===== src/rtl/spi_reg_pkg.sv =====
package spi_reg_pkg;
  localparam int ADDR_W = 7;
  localparam int DATA_W = 8;
  localparam int SYNC_W = 3;
endpackage


===== src/rtl/spi_sync.sv =====
module spi_sync #(
  parameter int          W       = 3,
  parameter logic [W-1:0] RST_VAL = '0
) (
  input  logic         clk_i,
  input  logic         rst_ni,
  input  logic [W-1:0] d_i,
  output logic [W-1:0] q_o
);
  logic [W-1:0] meta_q, sync_q;

  always_ff @(posedge clk_i or negedge rst_ni) begin
    if (!rst_ni) begin
      meta_q <= RST_VAL;
      sync_q <= RST_VAL;
    end else begin
      meta_q <= d_i;
      sync_q <= meta_q;
    end
  end

  assign q_o = sync_q;
endmodule


===== src/rtl/spi_frame.sv =====
module spi_frame #(
  parameter int ADDR_W = 7,
  parameter int DATA_W = 8
) (
  input  logic              clk_i,
  input  logic              rst_ni,
  input  logic              sck_s_i,
  input  logic              mosi_s_i,
  input  logic              csn_s_i,
  output logic [ADDR_W-1:0] rd_addr_o,
  input  logic [DATA_W-1:0] rd_data_i,
  output logic              spi_we_o,
  output logic [ADDR_W-1:0] spi_addr_o,
  output logic [DATA_W-1:0] spi_wdata_o,
  output logic              miso_o
);
  localparam int HDR_BITS   = 1 + ADDR_W;
  localparam int FRAME_BITS = HDR_BITS + DATA_W;
  localparam int CNT_W      = $clog2(FRAME_BITS + 1);
  localparam logic [CNT_W-1:0] HDR_LAST = CNT_W'(HDR_BITS - 1);
  localparam logic [CNT_W-1:0] HDR_CNT  = CNT_W'(HDR_BITS);
  localparam logic [CNT_W-1:0] FRM_LAST = CNT_W'(FRAME_BITS - 1);
  localparam logic [CNT_W-1:0] FRM_CNT  = CNT_W'(FRAME_BITS);

  logic                  sck_q;
  logic                  sck_rise, sck_fall;
  logic [FRAME_BITS-2:0] sh_q;
  logic [FRAME_BITS-1:0] sh_next;
  logic [CNT_W-1:0]      cnt_q;
  logic                  is_wr_q;
  logic [DATA_W-1:0]     tx_q;

  assign sck_rise = sck_s_i & ~sck_q;
  assign sck_fall = ~sck_s_i & sck_q;
  assign sh_next  = {sh_q, mosi_s_i};

  assign rd_addr_o   = sh_next[ADDR_W-1:0];
  assign spi_addr_o  = sh_next[FRAME_BITS-2 -: ADDR_W];
  assign spi_wdata_o = sh_next[DATA_W-1:0];
  assign spi_we_o    = sck_rise & ~csn_s_i & (cnt_q == FRM_LAST) & sh_next[FRAME_BITS-1];

  always_ff @(posedge clk_i or negedge rst_ni) begin
    if (!rst_ni) begin
      sck_q   <= 1'b0;
      sh_q    <= '0;
      cnt_q   <= '0;
      is_wr_q <= 1'b0;
      tx_q    <= '0;
      miso_o  <= 1'b1;
    end else begin
      sck_q <= sck_s_i;
      if (csn_s_i) begin
        cnt_q   <= '0;
        is_wr_q <= 1'b0;
        miso_o  <= 1'b1;
      end else begin
        if (sck_rise && cnt_q != FRM_CNT) begin
          sh_q  <= sh_next[FRAME_BITS-2:0];
          cnt_q <= cnt_q + 1'b1;
          // header done: latch direction and snapshot the read data
          if (cnt_q == HDR_LAST) begin
            is_wr_q <= sh_next[HDR_BITS-1];
            tx_q    <= rd_data_i;
          end
        end
        if (sck_fall && !is_wr_q && cnt_q >= HDR_CNT && cnt_q < FRM_CNT) begin
          miso_o <= tx_q[DATA_W-1];
          tx_q   <= {tx_q[DATA_W-2:0], 1'b0};
        end
      end
    end
  end


  idle_high_chk: assert property (@(posedge clk_i) disable iff (!rst_ni)
    csn_s_i |=> miso_o);

  abort_clear_chk: assert property (@(posedge clk_i) disable iff (!rst_ni)
    csn_s_i |=> (cnt_q == '0));

  tail_hold_chk: assert property (@(posedge clk_i) disable iff (!rst_ni)
    (cnt_q == FRM_CNT && !csn_s_i && $past(cnt_q == FRM_CNT)) |=> (csn_s_i || $stable(miso_o)));
endmodule


===== src/rtl/spi_reg_bank.sv =====
module spi_reg_bank #(
  parameter int ADDR_W = 7,
  parameter int DATA_W = 8
) (
  input  logic              clk_i,
  input  logic              rst_ni,
  input  logic              spi_we_i,
  input  logic [ADDR_W-1:0] spi_addr_i,
  input  logic [DATA_W-1:0] spi_wdata_i,
  input  logic [ADDR_W-1:0] spi_raddr_i,
  output logic [DATA_W-1:0] spi_rdata_o,
  input  logic              loc_we_i,
  input  logic [ADDR_W-1:0] loc_addr_i,
  input  logic [DATA_W-1:0] loc_wdata_i,
  output logic [DATA_W-1:0] loc_rdata_o
);
  localparam int DEPTH = 1 << ADDR_W;

  logic [DATA_W-1:0] mem_q [DEPTH];

  for (genvar i = 0; i < DEPTH; i++) begin : g_reg
    always_ff @(posedge clk_i or negedge rst_ni) begin
      if (!rst_ni) begin
        mem_q[i] <= '0;
      end else if (spi_we_i && spi_addr_i == ADDR_W'(i)) begin
        mem_q[i] <= spi_wdata_i;
      end else if (loc_we_i && loc_addr_i == ADDR_W'(i)) begin
        mem_q[i] <= loc_wdata_i;
      end
    end
  end

  assign spi_rdata_o = mem_q[spi_raddr_i];
  assign loc_rdata_o = mem_q[loc_addr_i];


  spi_wins_chk: assert property (@(posedge clk_i) disable iff (!rst_ni)
    spi_we_i |=> (mem_q[$past(spi_addr_i)] == $past(spi_wdata_i)));

  loc_write_chk: assert property (@(posedge clk_i) disable iff (!rst_ni)
    (loc_we_i && !(spi_we_i && spi_addr_i == loc_addr_i))
      |=> (mem_q[$past(loc_addr_i)] == $past(loc_wdata_i)));
endmodule


===== src/rtl/spi_reg_port.sv =====
module spi_reg_port
  import spi_reg_pkg::*;
#(
  parameter int AW = ADDR_W,
  parameter int DW = DATA_W
) (
  input  logic          clk_i,
  input  logic          rst_ni,
  input  logic          sck_i,
  input  logic          mosi_i,
  input  logic          csn_i,
  output logic          miso_o,
  input  logic          loc_we_i,
  input  logic [AW-1:0] loc_addr_i,
  input  logic [DW-1:0] loc_wdata_i,
  output logic [DW-1:0] loc_rdata_o
);
  logic [SYNC_W-1:0] pins_s;
  logic          spi_we;
  logic [AW-1:0] spi_addr, rd_addr;
  logic [DW-1:0] spi_wdata, rd_data;

  // bit order: {select, data, clock}; select resets idle-high
  spi_sync #(.W(SYNC_W), .RST_VAL(3'b100)) u_sync (
    .clk_i (clk_i),
    .rst_ni(rst_ni),
    .d_i   ({csn_i, mosi_i, sck_i}),
    .q_o   (pins_s)
  );

  spi_frame #(.ADDR_W(AW), .DATA_W(DW)) u_frame (
    .clk_i      (clk_i),
    .rst_ni     (rst_ni),
    .sck_s_i    (pins_s[0]),
    .mosi_s_i   (pins_s[1]),
    .csn_s_i    (pins_s[2]),
    .rd_addr_o  (rd_addr),
    .rd_data_i  (rd_data),
    .spi_we_o   (spi_we),
    .spi_addr_o (spi_addr),
    .spi_wdata_o(spi_wdata),
    .miso_o     (miso_o)
  );

  spi_reg_bank #(.ADDR_W(AW), .DATA_W(DW)) u_bank (
    .clk_i      (clk_i),
    .rst_ni     (rst_ni),
    .spi_we_i   (spi_we),
    .spi_addr_i (spi_addr),
    .spi_wdata_i(spi_wdata),
    .spi_raddr_i(rd_addr),
    .spi_rdata_o(rd_data),
    .loc_we_i   (loc_we_i),
    .loc_addr_i (loc_addr_i),
    .loc_wdata_i(loc_wdata_i),
    .loc_rdata_o(loc_rdata_o)
  );
endmodule


===== config.mk =====
export PLATFORM = sky130hd
export DESIGN_NAME = spi_reg_port
export DESIGN_NICKNAME = d
export VERILOG_FILES = /design/src/rtl/spi_reg_pkg.sv /design/src/rtl/spi_sync.sv /design/src/rtl/spi_frame.sv /design/src/rtl/spi_reg_bank.sv /design/src/rtl/spi_reg_port.sv
export SDC_FILE = /design/constraint.sdc
export NUM_CORES = 2
export LEC_CHECK = 0
export ABC_CLOCK_PERIOD_IN_PS = 3060
export BUFFER_PORTS_ARGS = -buffer_cell sky130_fd_sc_hd__buf_2
export CAP_MARGIN = 30
export CORE_ASPECT_RATIO = 1.2
export CORE_MARGIN = 10
export CORE_UTILIZATION = 56
export DETAILED_ROUTE_END_ITERATION = 6
export PLACE_DENSITY_LB_ADDON = 0.2
export SLEW_MARGIN = 0
export SYNTH_ARGS = -nofsm -noshare
export SYNTH_HDL_FRONTEND = slang
export SYNTH_SLANG_ARGS = --single-unit

===== constraint.sdc =====
create_clock -name clk_i -period 3.06 [get_ports clk_i]
set_clock_uncertainty 0.05 [all_clocks]
set_input_delay 0.153 -clock clk_i [delete_from_list [all_inputs] [get_ports clk_i]]
set_output_delay 0.153 -clock clk_i [all_outputs]
set_load 0.05 [all_outputs]

==> summary.txt <==
Floorplanning
  – CORE AREA: 0.117 sq mm
  – I/O pins: 30
  – Die H: around 400 microns
  – Chip width: 333 microns
  – Die area: around 0.13 sq mm
  – Row cnt: ~140
  – Initial Util: a little under three fifths

Final layout
  – Synthesis-to-layout area growth: 12.9%
  – Final net count: 6210
  – Cell area after layout: 0.0745 sq mm
  – Post-route core utilization: a little under two thirds
  – Diode count: 0
  – Layout cell share with drive strength beyond 1: 22.5%

Global route
  – Largest net degree at the start of global routing: 129
  – Tot GR Track Use: 36.1%
  – First-pass GRT wire length: ~360000 microns
  – Congestion Overflow GR: 0
  – Vias in the first global route: 51900
  – Initial antenna violation count: 5

Logic synthesis
  – Sequential area share after synthesis: about two fifths
  – Fraction of registers with async set/reset: between 90% and 100%
  – Yosys top cell area share: between 40% and 50%
  – Post-synth EDFFs: 0
  – Syn Nets: between 6000 and 7000
  – Synth warn: 0
  – Most common cell in the synthesized netlist: mux2i_1
  – Leading cell types by total area after synthesis: dfrtp_1 40%, mux2i_1 18%, mux4_2 17%
  – Synth unique cells: 61
  – Avg Cell Area, Syn: about 11 sq um
  – Syn Inst Count: slightly above 6000
  – Top_reg_cell synth: dfrtp_1
  – Yosys reg bits: 1061
  – Top cells by count, synth: 1179 x mux2i_1, 1058 x dfrtp_1, 756 x nor2_1, 728 x a21oi_1
  – Syn Std Cell Area: between 0.06 and 0.07 sq mm
  – Cell taking the most area after synthesis: dfrtp_1

Critical path
  – Setup Crit Path Kind: reg2out
  – Critical path arrival: 3.10 ns
  – Crit path capture type: primary output
  – CP Max Fanout: 2
  – CP required: ~2.9 ns
  – Reg2Reg Setup Slack: around 0.01 ns
  – CP Launch Type: flop

Place
  – Final GP Congestion: a little under 1
  – Cell area after placement: approximately 0.07 sq mm
  – HPWL Detailed: approximately 170000 microns
  – Port Buffers: 29

Drt
  – Initial drt markers: about 7400
  – Detailed Route WL: roughly 240000 microns
  – Pre-Repair DR Iteration Count: 6
  – Via count: 53600
  – Via/cell ratio: 6.86
  – Final ANT Viol Nets: 0
  – Post-route DRC: 0
  – WL/cell: roughly 31 microns

Timing
  – Slew Limit Fails: 0
  – Finish-stage setup viols: 7
  – RSZ-0062 raised after global routing: yes
  – Max Fclk: ~300 MHz
  – Worst Slack Setup Final: -0.244 ns
  – Worst slew pin tran: ~0.94 ns
  – Fin crit period: around 3.3 ns
  – Period utilization: 108%
  – Slew margin rel.: a little under two fifths
  – Fin. Hold Viols: 0

CTS
  – Clk slew on worst S/H paths: around 0.06 ns
  – Worst skew pair latency: 0.77 ns
  – CTS buffer count: between 100 and 150
  – H-tree depth: 3
  – CTS tree: yes
  – Max Root-Sink Buffers: 3
  – CTS sink cnt: between 1000 and 1500
  – CTS Root Cell: clkbuf_16

Power and ir drop
  – Leak Pwr: between 20 and 30 nW
  – Peak supply drop: around 0.00057 V
  – Power Density: 572 mW/mm^2

Flow run
  – Max_cap viols: 0

Outcome
  – Outcome: finished, violations left
  – Failing checks: setup timing

Hold path
  – Hold Crit Class: in2reg
[per-layer routing]
metal	vias to the layer above	part of all wire, %	track usage (%)
met2	3427	46	55.9
met4	8	8.3	24.8
met1	26700	36	45.4
met3	841	10	7.62
met5	-	0.027	0
li1	22600	-	-
[cell usage in the layout (no fill, tap or decap), types with 75 or more instances in the layout]
master / instances
nor2_1: 754
clkbuf_16: 113
o21ai_0: 295
a21oi_1: 725
a22oi_1: 97
buf_4: 388
mux4_2: 511
buf_12: 75
nand2_1: 511
mux2i_1: 1179
dfrtp_1: 1046
[critical path, cell delays in order, from the launching register on]
cell and delay, ns:
dfrtp_1 0.42, mux4_2 0.53, mux4_2 0.58, a22oi_2 0.19, buf_4 0.17, nand4_1 0.12, buf_6 0.17, buf_8 0.15
[power by group]
group | internal, mW | switching, mW | total, mW
Sequential | 15.2 | 1.47 | 16.7
Clock | 8.55 | 6.20 | 14.8
Combinational | 4.02 | 7.22 | 11.2
Total | 27.8 | 14.9 | 42.7
[stage by stage]
stage                     instances  total power [mW]  setup TNS, ns  setup WS [ns]  hold slack [ns]
after floorplan                6135              22.3              0          0.538           -0.193
after global placement         7569              27.3         -0.609         -0.262           0.0625
after detailed placement       7569              27.5         -0.587         -0.230           0.0623
after CTS                      7807              42.3         -0.498         -0.204           0.0298
after global routing           7808              43.6         -0.421         -0.216           0.0844
final                          7808              42.7         -0.532         -0.244           0.0689
[worst paths after layout]
kind | start | to | cells past startpoint
worst max-delay path | u_bank.mem_q[557] | loc_rdata_o[5] | 7
worst min-delay path | loc_wdata_i[6] | u_bank.mem_q[446] | 3
worst max register to register | u_sync.q_o[0] | u_frame.tx_q[3] | 6
worst min register to register | u_sync.meta_q[2] | u_sync.q_o[2] | 0
max in group asynchronous | rst_ni | u_bank.mem_q[302] | 4
min in group asynchronous | rst_ni | u_frame.miso_o | 2
[cell families after synthesis]
family / after synthesis / synth area share (%)
adders and majority gates: 3 / 0.0568
AOI/OAI and AO/OA: 1275 / 10.3
DFF: 1061 / 40.2
and+or+nand+nor: 1498 / 9.59
muxes: 1714 / 35.8
xor gates and xnor gates: 3 / 0.0398
buffers and inverters: 581 / 3.99
[flip-flops by register name (all words and copies together), names as in the netlist]
name	cells
u_frame.is_wr_q	1
u_frame.sck_q	1
u_frame.miso_o	1
u_frame.cnt_q	5
u_frame.sh_q	15
u_bank.mem_q	1024
u_sync.meta_q	3
u_sync.q_o	3
u_frame.tx_q	8
[repair_timing]
| item | in CTS | in global routing |
|---|---|---|
| setup endpoints to repair | 10 | 52 |
| resized for setup | 64 | 13 |
| endpoints found under the hold margin | 965 | 0 |
| pin swaps | 12 | 7 |
| hold buffers | 12 | 0 |
| setup buffers | 23 | 1 |
[final cells by class]
| cell class | instances | area (sq um) |
|---|---|---|
| well taps | 1529 | 1910 |
| inverters | 13 | 48.8 |
| clock inverters | 39 | 568 |
| repair buffers | 505 | 4840 |
| fillers | 9064 | 42200 |
| flip-flops and latches | 1061 | 26600 |
| clock buffers | 168 | 3340 |
| multi-input cells | 4493 | 37200 |
(Power assumes the default switching activity.)
